$ cat config.mk
export PLATFORM = sky130hd
export DESIGN_NAME = fpm_dram_ctrl
export DESIGN_NICKNAME = d
export VERILOG_FILES = /design/src/rtl/fpm_pkg.sv /design/src/rtl/fpm_sat_cnt.sv /design/src/rtl/fpm_rd_capture.sv /design/src/rtl/fpm_dram_ctrl.sv
export SDC_FILE = /design/constraint.sdc
export NUM_CORES = 1
export LEC_CHECK = 0
export BUFFER_PORTS_ARGS = -buffer_cell sky130_fd_sc_hd__buf_2
export CAP_MARGIN = 0
export CORE_ASPECT_RATIO = 1.5
export CORE_MARGIN = 5
export CORE_UTILIZATION = 45
export CTS_CLUSTER_SIZE = 12
export DETAILED_ROUTE_END_ITERATION = 6
export GPL_ROUTABILITY_DRIVEN = 0
export PLACE_DENSITY = 0.67
export SETUP_SLACK_MARGIN = 0.1
export SKIP_CTS_REPAIR_TIMING = 1
export SLEW_MARGIN = 25
export SYNTH_ARGS = -nofsm -noshare
export SYNTH_HDL_FRONTEND = slang
export SYNTH_HIERARCHICAL = 1
export SYNTH_SLANG_ARGS = --single-unit
$ cat constraint.sdc
create_clock -name clk -period 4.4 [get_ports clk]
set_input_delay 0.22 -clock clk [delete_from_list [all_inputs] [get_ports clk]]
set_output_delay 0.22 -clock clk [all_outputs]
set_load 0.01 [all_outputs]
$ cat src/rtl/fpm_pkg.sv
package fpm_pkg;
  typedef enum logic [2:0] {
    ST_IDLE,  // row closed, precharging or waiting
    ST_RCD,   // row strobe low, waiting before column phase
    ST_CSU,   // column address set up, strobe still high
    ST_CAS,   // column strobe low
    ST_OPEN,  // row open, column strobe high
    ST_REF    // memory handed to the refresh scheduler
  } fpm_state_e;
endpackage

$ cat src/rtl/fpm_sat_cnt.sv
module fpm_sat_cnt #(
  parameter int W       = 8,
  parameter int MAX     = 255,
  parameter int RST_VAL = 0
) (
  input  logic         clk,
  input  logic         rst_n,
  input  logic         clr,
  output logic [W-1:0] q
);
  localparam logic [W-1:0] C_MAX = W'(MAX);
  localparam logic [W-1:0] C_RST = W'(RST_VAL);

  logic [W-1:0] q_d;

  always_comb begin
    if (clr)             q_d = W'(1);
    else if (q != C_MAX) q_d = q + 1'b1;
    else                 q_d = q;
  end

  always_ff @(posedge clk or negedge rst_n) begin
    if (!rst_n) q <= C_RST;
    else        q <= q_d;
  end
endmodule

$ cat src/rtl/fpm_rd_capture.sv
module fpm_rd_capture #(
  parameter int DW = 4
) (
  input  logic          clk,
  input  logic          rst_n,
  input  logic          cap_en,
  input  logic [DW-1:0] din,
  output logic          valid,
  output logic [DW-1:0] data
);
  always_ff @(posedge clk or negedge rst_n) begin
    if (!rst_n) valid <= 1'b0;
    else        valid <= cap_en;
  end

  always_ff @(posedge clk or negedge rst_n) begin
    if (!rst_n)      data <= '0;
    else if (cap_en) data <= din;
  end
endmodule

$ cat src/rtl/fpm_dram_ctrl.sv
module fpm_dram_ctrl
  import fpm_pkg::*;
#(
  parameter int ADDR_W    = 20,
  parameter int ROW_W     = 10,
  parameter int DATA_W    = 4,
  parameter int T_RP      = 6,
  parameter int T_RAS_MIN = 8,
  parameter int T_RAS_MAX = 12500,
  parameter int T_RCD     = 3,
  parameter int T_RAH     = 2,
  parameter int T_CAS     = 2,
  parameter int T_CP      = 2,
  parameter int T_CAC     = 2,
  parameter int T_AA      = 4,
  parameter int T_RAC     = 8
) (
  input  logic              clk,
  input  logic              rst_n,
  input  logic              req_valid,
  output logic              req_ready,
  input  logic              req_wr,
  input  logic [ADDR_W-1:0] req_addr,
  input  logic [DATA_W-1:0] req_wdata,
  output logic              rd_valid,
  output logic [DATA_W-1:0] rd_data,
  input  logic              ref_req,
  output logic              ref_gnt,
  output logic              dram_ras_n,
  output logic              dram_cas_n,
  output logic              dram_we_n,
  output logic              dram_oe_n,
  output logic [((ROW_W > ADDR_W-ROW_W) ? ROW_W : ADDR_W-ROW_W)-1:0] dram_addr,
  output logic [DATA_W-1:0] dram_dq_out,
  output logic              dram_dq_oe,
  input  logic [DATA_W-1:0] dram_dq_in
);
  localparam int COL_W = ADDR_W - ROW_W;
  localparam int MA_W  = (ROW_W > COL_W) ? ROW_W : COL_W;
  localparam int CNT_W = $clog2(T_RAS_MAX + 2);
  // worst-case row-low cycles one page access can still add
  localparam int L_ACC = 1 + T_CAS + T_CAC + T_AA + T_RAC;

  localparam logic [CNT_W-1:0] C_RP      = CNT_W'(T_RP);
  localparam logic [CNT_W-1:0] C_RAS_MIN = CNT_W'(T_RAS_MIN);
  localparam logic [CNT_W-1:0] C_RAS_MAX = CNT_W'(T_RAS_MAX);
  localparam logic [CNT_W-1:0] C_ROOM    = CNT_W'(T_RAS_MAX - L_ACC);
  localparam logic [CNT_W-1:0] C_RCD     = CNT_W'(T_RCD);
  localparam logic [CNT_W-1:0] C_RCD_M1  = CNT_W'(T_RCD - 1);
  localparam logic [CNT_W-1:0] C_RAH     = CNT_W'(T_RAH);
  localparam logic [CNT_W-1:0] C_CAS     = CNT_W'(T_CAS);
  localparam logic [CNT_W-1:0] C_CP_M1   = CNT_W'(T_CP - 1);
  localparam logic [CNT_W-1:0] C_CAC     = CNT_W'(T_CAC);
  localparam logic [CNT_W-1:0] C_AA_M1   = CNT_W'(T_AA - 1);
  localparam logic [CNT_W-1:0] C_RAC     = CNT_W'(T_RAC);

  fpm_state_e        state_q, state_d;
  logic              op_wr_q;
  logic [ROW_W-1:0]  row_q;
  logic [COL_W-1:0]  col_q;
  logic [DATA_W-1:0] wdata_q;
  logic [CNT_W-1:0]  hi_cnt, ras_cnt, st_cnt;
  logic              hit, rp_ok, ras_min_ok, page_room, rd_ok, cas_done;
  logic              accept, cap_en, ras_lo;

  // cycles with row strobe high, low, and cycles in the current state
  fpm_sat_cnt #(.W(CNT_W), .MAX(T_RP), .RST_VAL(T_RP)) u_hi_cnt (
    .clk(clk), .rst_n(rst_n),
    .clr(state_d == ST_IDLE && state_q != ST_IDLE), .q(hi_cnt));
  fpm_sat_cnt #(.W(CNT_W), .MAX(T_RAS_MAX + 1), .RST_VAL(0)) u_ras_cnt (
    .clk(clk), .rst_n(rst_n),
    .clr(state_q == ST_IDLE && state_d == ST_RCD), .q(ras_cnt));
  fpm_sat_cnt #(.W(CNT_W), .MAX(T_RAS_MAX + 1), .RST_VAL(0)) u_st_cnt (
    .clk(clk), .rst_n(rst_n),
    .clr(state_d != state_q), .q(st_cnt));

  always_comb begin
    hit        = (req_addr[ADDR_W-1 -: ROW_W] == row_q);
    rp_ok      = (hi_cnt >= C_RP);
    ras_min_ok = (ras_cnt >= C_RAS_MIN);
    page_room  = (ras_cnt < C_ROOM);
    rd_ok      = (st_cnt >= C_CAC) && (st_cnt >= C_AA_M1) && (ras_cnt >= C_RAC);
    cas_done   = (st_cnt >= C_CAS) && (op_wr_q || rd_ok);
    req_ready  = !ref_req &&
                 ((state_q == ST_IDLE && rp_ok) ||
                  (state_q == ST_OPEN && hit && st_cnt >= C_CP_M1 && page_room));
    accept     = req_valid && req_ready;
    cap_en     = (state_q == ST_CAS) && !op_wr_q && cas_done;
  end

  always_comb begin
    state_d = state_q;
    unique case (state_q)
      ST_IDLE: begin
        if (ref_req && rp_ok) state_d = ST_REF;
        else if (accept)      state_d = ST_RCD;
      end
      ST_RCD:  if (st_cnt >= C_RCD_M1) state_d = ST_CSU;
      ST_CSU:  state_d = ST_CAS;
      ST_CAS:  if (cas_done) state_d = ST_OPEN;
      ST_OPEN: begin
        if (accept) state_d = ST_CSU;
        else if (ras_min_ok && (ref_req || !page_room || (req_valid && !hit)))
          state_d = ST_IDLE;
      end
      ST_REF:  if (!ref_req) state_d = ST_IDLE;
      default: state_d = ST_IDLE;
    endcase
  end

  always_ff @(posedge clk or negedge rst_n) begin
    if (!rst_n) state_q <= ST_IDLE;
    else        state_q <= state_d;
  end

  always_ff @(posedge clk or negedge rst_n) begin
    if (!rst_n) begin
      op_wr_q <= 1'b0;
      row_q   <= '0;
      col_q   <= '0;
      wdata_q <= '0;
    end else if (accept) begin
      op_wr_q <= req_wr;
      row_q   <= req_addr[ADDR_W-1 -: ROW_W];
      col_q   <= req_addr[COL_W-1:0];
      wdata_q <= req_wdata;
    end
  end

  fpm_rd_capture #(.DW(DATA_W)) u_rd_capture (
    .clk(clk), .rst_n(rst_n), .cap_en(cap_en), .din(dram_dq_in),
    .valid(rd_valid), .data(rd_data));

  // pin decode from the state register
  always_comb begin
    ras_lo      = !(state_q inside {ST_IDLE, ST_REF});
    dram_ras_n  = !ras_lo;
    dram_cas_n  = (state_q != ST_CAS);
    dram_we_n   = !(op_wr_q && (state_q inside {ST_CSU, ST_CAS}));
    dram_oe_n   = !(!op_wr_q && state_q == ST_CAS);
    dram_dq_oe  = op_wr_q && (state_q == ST_CAS);
    dram_dq_out = wdata_q;
    ref_gnt     = (state_q == ST_REF);
    if (!ras_lo || (state_q == ST_RCD && st_cnt <= C_RAH)) dram_addr = MA_W'(row_q);
    else                                                   dram_addr = MA_W'(col_q);
  end

  p_rp_r4: assert property (@(posedge clk) disable iff (!rst_n)
    $fell(dram_ras_n) |-> ($past(hi_cnt) >= C_RP));
  p_rcd_r5: assert property (@(posedge clk) disable iff (!rst_n)
    $fell(dram_cas_n) |-> (!dram_ras_n && ras_cnt > C_RCD));
  p_we_lead_r8: assert property (@(posedge clk) disable iff (!rst_n)
    ($fell(dram_cas_n) && !dram_we_n) |-> ($past(dram_we_n) == 1'b0));
  p_drive_r8: assert property (@(posedge clk) disable iff (!rst_n)
    dram_dq_oe |-> (dram_oe_n && !dram_we_n && !dram_cas_n));
  p_rd_strobe_r9: assert property (@(posedge clk) disable iff (!rst_n)
    rd_valid |-> $past(!dram_cas_n && dram_we_n));
  p_ras_ceiling_r10: assert property (@(posedge clk) disable iff (!rst_n)
    !dram_ras_n |-> (ras_cnt <= C_RAS_MAX));
  p_gnt_quiet_r11: assert property (@(posedge clk) disable iff (!rst_n)
    ref_gnt |-> (dram_ras_n && dram_cas_n && !req_ready));
endmodule

Yosys cells after proc, flatten, opt, wreduce, memory -nomap -nowiden --
Index checks and enable logic that the tools add are counted.
Word-level totals: bits in registers 75, input bits 33, output and inout bits 26, logic and storage cells 85
Cells by class: add/subtract/negate cells 3, magnitude comparators 7, equal/unequal tests 12, mux-type cells 15, reduce and logical (&&, ||, !) cells 38
Operator list (count):
- $mux W14 | 6
- $add A14 B1 Y14 const B | 3
- $ge A14 B2 Y1 const B | 2
- $ne A14 B14 Y1 const B | 2
- $mux W3 | 7
- $logic_and A1 B1 Y1 | 19
- $pmux W3 S6 | 1
- $ge A14 B1 Y1 const B | 1
- $ge A14 B3 Y1 const B | 1
- $ge A14 B4 Y1 const B | 1
- $le A14 B2 Y1 const B | 1
- $lt A14 B14 Y1 const B | 1
- $ne A14 B3 Y1 const B | 1
- $eq A10 B10 Y1 | 1
- $mux W10 | 1
- $reduce_bool A2 Y1 | 5
- $eq A3 B1 Y1 const B | 2
- $eq A3 B2 Y1 const B | 2
- $eq A3 B3 Y1 const B | 2
- $logic_not A1 Y1 | 6
- $logic_not A3 Y1 | 2
- $logic_or A1 B1 Y1 | 5
- $ne A3 B2 Y1 const B | 1
- $ne A3 B3 Y1 | 1
- $reduce_bool A3 Y1 | 1

Logic depth before layout (Yosys ltp) --
Gate-level depths: netlist (run 1).
word-level depth 13, gate-level depth with buffers 12, depth with buffers taken out 9

By module --
The synthesis (run 1) kept the hierarchy.
Modules (own cells, without submodules):
- fpm_dram_ctrl | instances 1, cells each 163, area an instance 1819.2 um2, sequential area each 700.7 um2
- fpm_sat_cnt (u_ras_cnt ...) | instances 2, cells each 80, area an instance 774.5 um2, sequential area each 350.3 um2
- fpm_sat_cnt (u_hi_cnt) | instances 1, cells each 81, area an instance 785.8 um2, sequential area each 352.8 um2
- fpm_rd_capture | instances 1, cells each 9, area an instance 170.2 um2, sequential area each 125.1 um2

Least setup slack after synthesis (run 1) --
OpenSTA, ideal clock, no wires.
path kind reg2reg, start register u_ras_cnt.q[11], end register u_st_cnt.q[1], library setup time 0.137 ns, arrival time 2.496 ns, slack 1.767 ns, cell stages (with the launch flop) 13, path buffers 3, cells stage by stage dfrtp_1 > nor4_1 > o21ai_0 > nor2_1 > a31o_1 > buf_6 > o21ai_1 > o2111ai_1 > clkbuf_1 > clkbuf_1 > nor2_1 > o41ai_1 > o31ai_1
Between the ends: word-level cells in the longest chain between the ends 10
RTL lines:
- from (decl) | line fpm_sat_cnt.sv:9 | output logic [W-1:0] q
- from (signal assigned) | line fpm_sat_cnt.sv:24 | else q <= q_d;
- $lt A14 B14 Y1 | line fpm_dram_ctrl.sv:81 | page_room = (ras_cnt < C_ROOM);
- $logic_not A1 Y1 or $logic_and A1 B1 Y1 (tied branches) | line fpm_dram_ctrl.sv:103, fpm_dram_ctrl.sv:86
- $logic_or A1 B1 Y1 (on tied branches) | line fpm_dram_ctrl.sv:103, fpm_dram_ctrl.sv:85
- $logic_or A1 B1 Y1 or $logic_and A1 B1 Y1 (tied branches) | line fpm_dram_ctrl.sv:103, fpm_dram_ctrl.sv:84
- $logic_and A1 B1 Y1 (on tied branches) | line fpm_dram_ctrl.sv:103, fpm_dram_ctrl.sv:87
- $mux W3 (on tied branches) | line fpm_dram_ctrl.sv:103, fpm_dram_ctrl.sv:96
- $mux W3 (on tied branches) | line fpm_dram_ctrl.sv:102, fpm_dram_ctrl.sv:95
- $pmux W3 S6 (*) | line fpm_dram_ctrl.sv:93 | unique case (state_q)
- via state_d[2] | line fpm_dram_ctrl.sv:57 | fpm_state_e state_q, state_d;
- $ne A3 B3 Y1 (*) | line fpm_dram_ctrl.sv:75 | .clr(state_d != state_q), .q(st_cnt));
- $mux W14 or $reduce_bool A2 Y1 (tied branches)
- to (signal assigned) | line fpm_sat_cnt.sv:24
- to (decl) | line fpm_sat_cnt.sv:9
Mark *: on every way through the listed nets, which the timed path passes. The rest lies on a longest branch. A chain may end at the register's enable or synchronous reset.

Worst setup path in the final report (run 1) --
start register u_hi_cnt.q[2], end register u_st_cnt.q[1]
Between the ends: word-level cells in the longest chain between the ends 10
RTL lines:
- from (decl) | line fpm_sat_cnt.sv:9
- from (signal assigned) | line fpm_sat_cnt.sv:24
- $ge A14 B3 Y1 (*) | line fpm_dram_ctrl.sv:79 | rp_ok = (hi_cnt >= C_RP);
- $logic_and A1 B1 Y1 | line fpm_dram_ctrl.sv:85 | ((state_q == ST_IDLE && rp_ok) ||
- $logic_or A1 B1 Y1 | line fpm_dram_ctrl.sv:85
- $logic_and A1 B1 Y1 | line fpm_dram_ctrl.sv:84 | req_ready = !ref_req &&
- $logic_and A1 B1 Y1 | line fpm_dram_ctrl.sv:87 | accept = req_valid && req_ready;
- $mux W3 | line fpm_dram_ctrl.sv:96 | else if (accept) state_d = ST_RCD;
- $mux W3 | line fpm_dram_ctrl.sv:95 | if (ref_req && rp_ok) state_d = ST_REF;
- $pmux W3 S6 (*) | line fpm_dram_ctrl.sv:93
- via state_d[2] | line fpm_dram_ctrl.sv:57
- $ne A3 B3 Y1 (*) | line fpm_dram_ctrl.sv:75
- $mux W14 or $reduce_bool A2 Y1 (tied branches)
Marks and branches as above.

==> impl_metrics.yaml, run 1 <==
place:
  port_buffers: 58
  hpwl_microns: 6720
  placed_cell_area_sq_um: 4690
  dp_worst_setup_slack_ns: 1.50
timing:
  worst_hold_slack_ns: 0.104
  finalSetupTns_ns: 0
  rsz0062_at_grt: "no"
  setup_viol: 0
  fmax_ghz: 0.337
  min_period_ns: 2.97
  skew_ns: 0.00973
  hold_viol: 0
  maxSlewViolCount: 0
  finalCritPeriodShare: 0.675
  worst_slack_ns: 1.43
  tightestPinTransition_ns: 0.699
  max_slew_margin: 0.534
synth:
  synth_top_area_share: 0.422
  synth_cells: 413
  synth_top_flop_cell: "dfrtp_1"
  ys_seq_area_frac: 0.435
  yosysWarnings: 6
  syn_area_per_cell_sq_um: 10.5
  syn_nets: 452
  synth_compound_area_frac: 0.104
  synth_top_family_by_area: "simple AND/OR/NAND/NOR gates"
  synth-seq-cells: 75
  synth.area.mux_share: 0.154
  yosys.area_share.simple: 0.231
  ys_async_sr_fraction: 1.00
  synth_adder_area_share: 0.0174
  synth_top_area_cell: "dfrtp_1"
  synth_xor_area_frac: 0.0263
  yosys-top-cells-area: "dfrtp_1 42%, mux2_2 7.0%, mux2_4 6.9%, o31ai_1 3.0%, nor2_1 2.8%"
  yosysMostFrequentCell: "dfrtp_1"
  synth_edf_count: 0
  mappedNetlistArea_sq_um: 4320
  ys_types: 52
  yosys-top-cells-count: "73 x dfrtp_1, 32 x nor2_1, 27 x mux2_2, 27 x nand2_1, 23 x a21oi_1"
detailed_routing:
  drt_wl_total_microns: 9600
  ant_nets: 0
  wl_per_cell_microns: 16.3
  drt_iter0_drc: 186
  firstDrtPassIters: 6
  vias_per_cell: 5.91
  vias: 3477
  drc: 0
cts:
  cts.sinks: 75
  cts-root-buf: "clkbuf_16"
  clock_latency_ns: 0.34
  clock_path_buffers: 2
  path_clk_slew_ns: 0.06
  cts_tree: "yes"
  htree_levels: 3
  numCtsBuffers: 9
floorplanning:
  core-area_sq_um: 9310
  floorplan.initialDensity: 0.465
  die_w_microns: 90.0
  die_h_microns: 130
  dieArea_sq_um: 11700
  io_pins: 59
  row_count: 43
worst_setup_path:
  start_kind: "register"
  reg2regPathDepth: 10
  path_max_fanout: 21
  cp_data_arrival_time_ns: 3.16
  critPathRequiredTime_ns: 4.59
  cp-end-kind: "register"
  critPathKind: "reg2reg"
job:
  drv_cap: 0
pwr:
  p_per_area_nw_per_um2: 657
  peakVddDrop_mv: 0.415
  power.leakage_nw: 2.14
  power_mw: 3.29
grt:
  grt_pass1_wl_microns: 16100
  antenna_found_initial: 0
  grt_max_degree: 76
  grt.total_usage: 0.168
  grt_pass1_vias: 3453
  overflow: 0
final_layout:
  fin_nets: 510
  drive_gt1_frac: 0.282
  regArea_sq_um: 1880
  area_delta_synth_final_pct: 16.0
  postLayoutCellArea_sq_um: 5020
  multi_input_area_sq_um: 2310
  n_antenna_cell: 0
  n_fill_cell: 847
min_path:
  hold_class: "in2reg"
  hold_depth: 2
outcome:
  status: "finished, final reports clean"
## cell usage in the layout, fill, tap and decap left out, types with 6 or more instances in the layout
cell | Yosys | final
mux2_4 | 20 | 20
o21ai_0 | 12 | 12
nor2b_1 | 13 | 13
dfrtp_1 | 73 | 73
nand3_1 | 17 | 17
a21oi_1 | 23 | 23
nor4_1 | 16 | 16
clkbuf_16 | 0 | 9
nor2_1 | 32 | 32
mux2_2 | 27 | 27
inv_1 | 13 | 13
or4_1 | 11 | 11
or3_1 | 11 | 11
ha_1 | 6 | 6
buf_2 | 1 | 57
nand2_1 | 27 | 27
o31ai_1 | 17 | 17
nand4_1 | 10 | 10
xnor2_1 | 10 | 10
## report_power, final
group          internal [mW]  switching (mW)
Clock                  0.495           0.282
Combinational          0.671           0.691
Sequential             0.915           0.241
Total                   2.08            1.21
## worst max-delay path, stage by stage, from the launching register on
cell       delay (ns)
dfstp_2          0.58
nand2_1          0.08
a41oi_1          0.34
and3_1           0.68
a31o_1           0.20
o21ai_1          0.12
o2111ai_1        0.21
buf_4            0.27
nor2_1           0.10
o41ai_1          0.08
o31ai_1          0.15
## flip-flops by register name, summed over array words and instances (netlist names)
| signal | count |
|---|---|
| u_st_cnt/q | 14 |
| u_hi_cnt/q | 14 |
| dram_dq_out | 4 |
| u_ras_cnt/q | 14 |
| u_rd_capture/valid | 1 |
| op_wr_q | 1 |
| row_q | 10 |
| state_q | 3 |
| col_q | 10 |
| u_rd_capture/data | 4 |
## kinds of logic after synthesis
kind of cell    Yosys count
simple gates            167
compound gates           71
buf+inv                  28
mux                      53
fa+ha+maj                 6
flops                    75
xor+xnor                 13
## worst paths after layout
kind,start,to,slack [ns]
max in group asynchronous,rst_n,u_st_cnt/q[11],3.46
max,u_hi_cnt/q[2],u_st_cnt/q[1],1.43
min in group asynchronous,rst_n,u_ras_cnt/q[0],0.47
min,req_wdata[2],dram_dq_out[2],0.10
max reg2reg,u_hi_cnt/q[2],u_st_cnt/q[1],1.43
min reg2reg,dram_dq_out[1],dram_dq_out[1],0.49
## final cells by class
type | count | area share
well taps | 112 | 0.0279
clock buffers | 11 | 0.0464
multi-input cells | 310 | 0.460
flip-flops and latches | 75 | 0.375
repair buffers | 62 | 0.0656
clock inverters | 5 | 0.0155
inverters | 13 | 0.00973
## per-layer routing
layer,global-route usage,wire (microns)
met5,0,0
met4,0.0824,250
met3,0.0409,461
met2,0.298,5150
met1,0.188,3740
## metrics by stage
step	instances	utilization
after floorplan	413	-
after global placement	571	0.504
after detailed placement	571	0.504
after CTS	587	0.538
after global routing	588	0.539
final	588	0.539
No activity file was read; power rests on OpenSTA's default activity.
==> run 2: changes to the inputs <==
--- a/config.mk
+++ b/config.mk
@@ -13,7 +13,7 @@
 export CTS_CLUSTER_SIZE = 12
 export DETAILED_ROUTE_END_ITERATION = 6
 export GPL_ROUTABILITY_DRIVEN = 0
-export PLACE_DENSITY = 0.67
+export PLACE_DENSITY = 0.69
 export SETUP_SLACK_MARGIN = 0.1
 export SKIP_CTS_REPAIR_TIMING = 1
 export SLEW_MARGIN = 25
==> constraint.sdc (replaced) <==
create_clock -name clk -period 2.7 [get_ports clk]
set_input_delay 0.135 -clock clk [delete_from_list [all_inputs] [get_ports clk]]
set_output_delay 0.135 -clock clk [all_outputs]
set_load 0.01 [all_outputs]
==> impl_metrics.yaml, run 2 (same netlist as run 1, synthesis figures left out) <==
outcome:
  status: "finished, final reports clean"
final_layout:
  layout_common_cells: "69 x dfrtp_1, 57 x buf_2, 32 x nor2_1, 32 x buf_4"
  largestRegisters: "u_hi_cnt/q (14), u_ras_cnt/q (14), u_st_cnt/q (14)"
  layout_commonest_cell: "dfrtp_1"
  area_delta_synth_final_pct: 23.8
  n_antenna_cell: 0
  drive_gt1_frac: 0.348
  fin_nets: 540
  final_core_util: 0.575
cts:
  cts_tree: "yes"
  path_clk_slew_ns: 0.06
  numCtsBuffers: 9
  cts.sinks: 75
  cts-root-buf: "clkbuf_16"
  htree_levels: 3
  clock_latency_ns: 0.33
  clock_path_buffers: 2
timing:
  hold_viol: 0
  setup_viol: 0
  finalCritPeriodShare: 0.935
  skew_ns: 0.00512
  max_slew_margin: 0.544
  fmax_ghz: 0.396
  maxSlewViolCount: 0
  worst_hold_slack_ns: 0.0219
  finalSetupTns_ns: 0
  tightestPinTransition_ns: 0.684
  rsz0062_at_grt: "yes"
  min_period_ns: 2.53
pwr:
  power_mw: 5.99
  sw_frac_of_total: 0.352
  power.leakage_nw: 2.32
  p_int_mw: 3.88
  seqPwrFrac: 0.299
  power_frac_clock: 0.245
  power_frac_comb: 0.456
  peakVddDrop_mv: 0.799
  p_switching_mw: 2.11
  p_per_area_nw_per_um2: 1120
floorplanning:
  die_h_microns: 130
  row_count: 43
  die_w_microns: 90.0
  floorplan.initialDensity: 0.465
  core-area_sq_um: 9310
  io_pins: 59
  dieArea_sq_um: 11700
grt:
  grt_pass1_vias: 3631
  grt_pass1_wl_microns: 17000
  grt.total_usage: 0.176
  overflow: 0
  antenna_found_initial: 0
  grt_max_degree: 76
detailed_routing:
  firstDrtPassIters: 4
  drc: 0
  drt_iter0_drc: 152
  vias: 3519
  wl_per_cell_microns: 16.4
  drt_wl_total_microns: 10200
  vias_per_cell: 5.69
  ant_nets: 0
place:
  hpwl_microns: 7070
  port_buffers: 58
worst_setup_path:
  path_max_fanout: 5
  r2r-end: "u_st_cnt/q[3]"
  start_kind: "register"
  crit_chain: "nor4_1 > a41oi_1 > and3_1 > a31o_1 > o21ai_2 > o2111ai_2 > buf_4 > or3_1 > o21ai_1"
  critPathKind: "reg2reg"
  critPathSlowestCell: "dfrtp_1"
  crit_path_end: "u_st_cnt/q[3]"
  cp_data_arrival_time_ns: 2.78
  slowest_delay_ns: 0.42
  r2r-start: "u_hi_cnt/q[12]"
  cp-startpoint: "u_hi_cnt/q[12]"
  cp-end-kind: "register"
  reg2regPathDepth: 9
  critPathRequiredTime_ns: 2.96
  r2r_slack_ns: 0.17
min_path:
  hold_class: "in2reg"
job:
  drv_cap: 0
-- run 2: cell types whose count changed in the layout (fill, tap and decap cells not counted), moves of 2 or more --
| cell | previous run | this run |
|---|---|---|
| dfrtp_2 | 0 | 4 |
| nor4_1 | 16 | 14 |
| clkinv_2 | 2 | 0 |
| dfrtp_1 | 73 | 69 |
| clkinv_4 | 0 | 2 |
| buf_4 | 3 | 32 |
| bufinv_16 | 2 | 4 |
-- run 2: cell type report --
class                      count  area, sq um
fill                         789         3960
multi-input combinational    310         2350
sequential                    75         1880
timing repair buffer          92          558
clock buffer                  10          229
tap                          112          140
clock inverter                 6          138
inverter                      13         48.8
-- run 2: routing by layer --
layer,track usage,vias to the layer above,share of wire
li1,-,1723,-
met1,0.207,1694,0.41
met2,0.314,86,0.52
met3,0.0438,16,0.049
met4,0.0631,0,0.016
met5,0,-,0
-- run 2: power by group through the flow --
stage                     Sequential, mW  Clock, mW  Combinational [mW]
final                               1.79       1.47                2.73
after global routing                1.85       1.55                2.99
after floorplan                     1.79          0                1.69
after CTS                           1.79       1.50                2.50
after global placement              1.78          0                2.43
after detailed placement            1.80          0                2.49
-- run 2: how the worst min path moves through the flow --
| stage | from | end | slack, ns | cells past startpoint |
|---|---|---|---|---|
| CTS | rst_n | u_ras_cnt/q[3] | -0.009 | 1 |
| global route | req_addr[2] | col_q[2] | 0.02 | 2 |
| detailed placement | rst_n | u_ras_cnt/q[3] | 0.35 | 1 |
| global placement | rst_n | u_ras_cnt/q[0] | 0.35 | 1 |
| finish | req_wdata[1] | dram_dq_out[1] | 0.02 | 2 |
| floorplan | rst_n | col_q[0] | -0.16 | 0 |
-- run 2: per-stage QoR --
step	instance area, sq um	cells	setup WS, ns
finish	5350	618	0.174
global route	5350	618	0.0245
CTS	5200	606	0.0637
detailed placement	4840	590	0.0861
global placement	4840	590	0.120
floorplan	4330	413	0.152
-- run 2: critical path, delay by kind of cell, from the launching register on --
kind,cells,cell delay (ns)
AND/OR/NAND/NOR,3,0.94
flip-flops,1,0.42
AO/OA/AOI/OAI,5,0.91
buffers and inverters,1,0.19
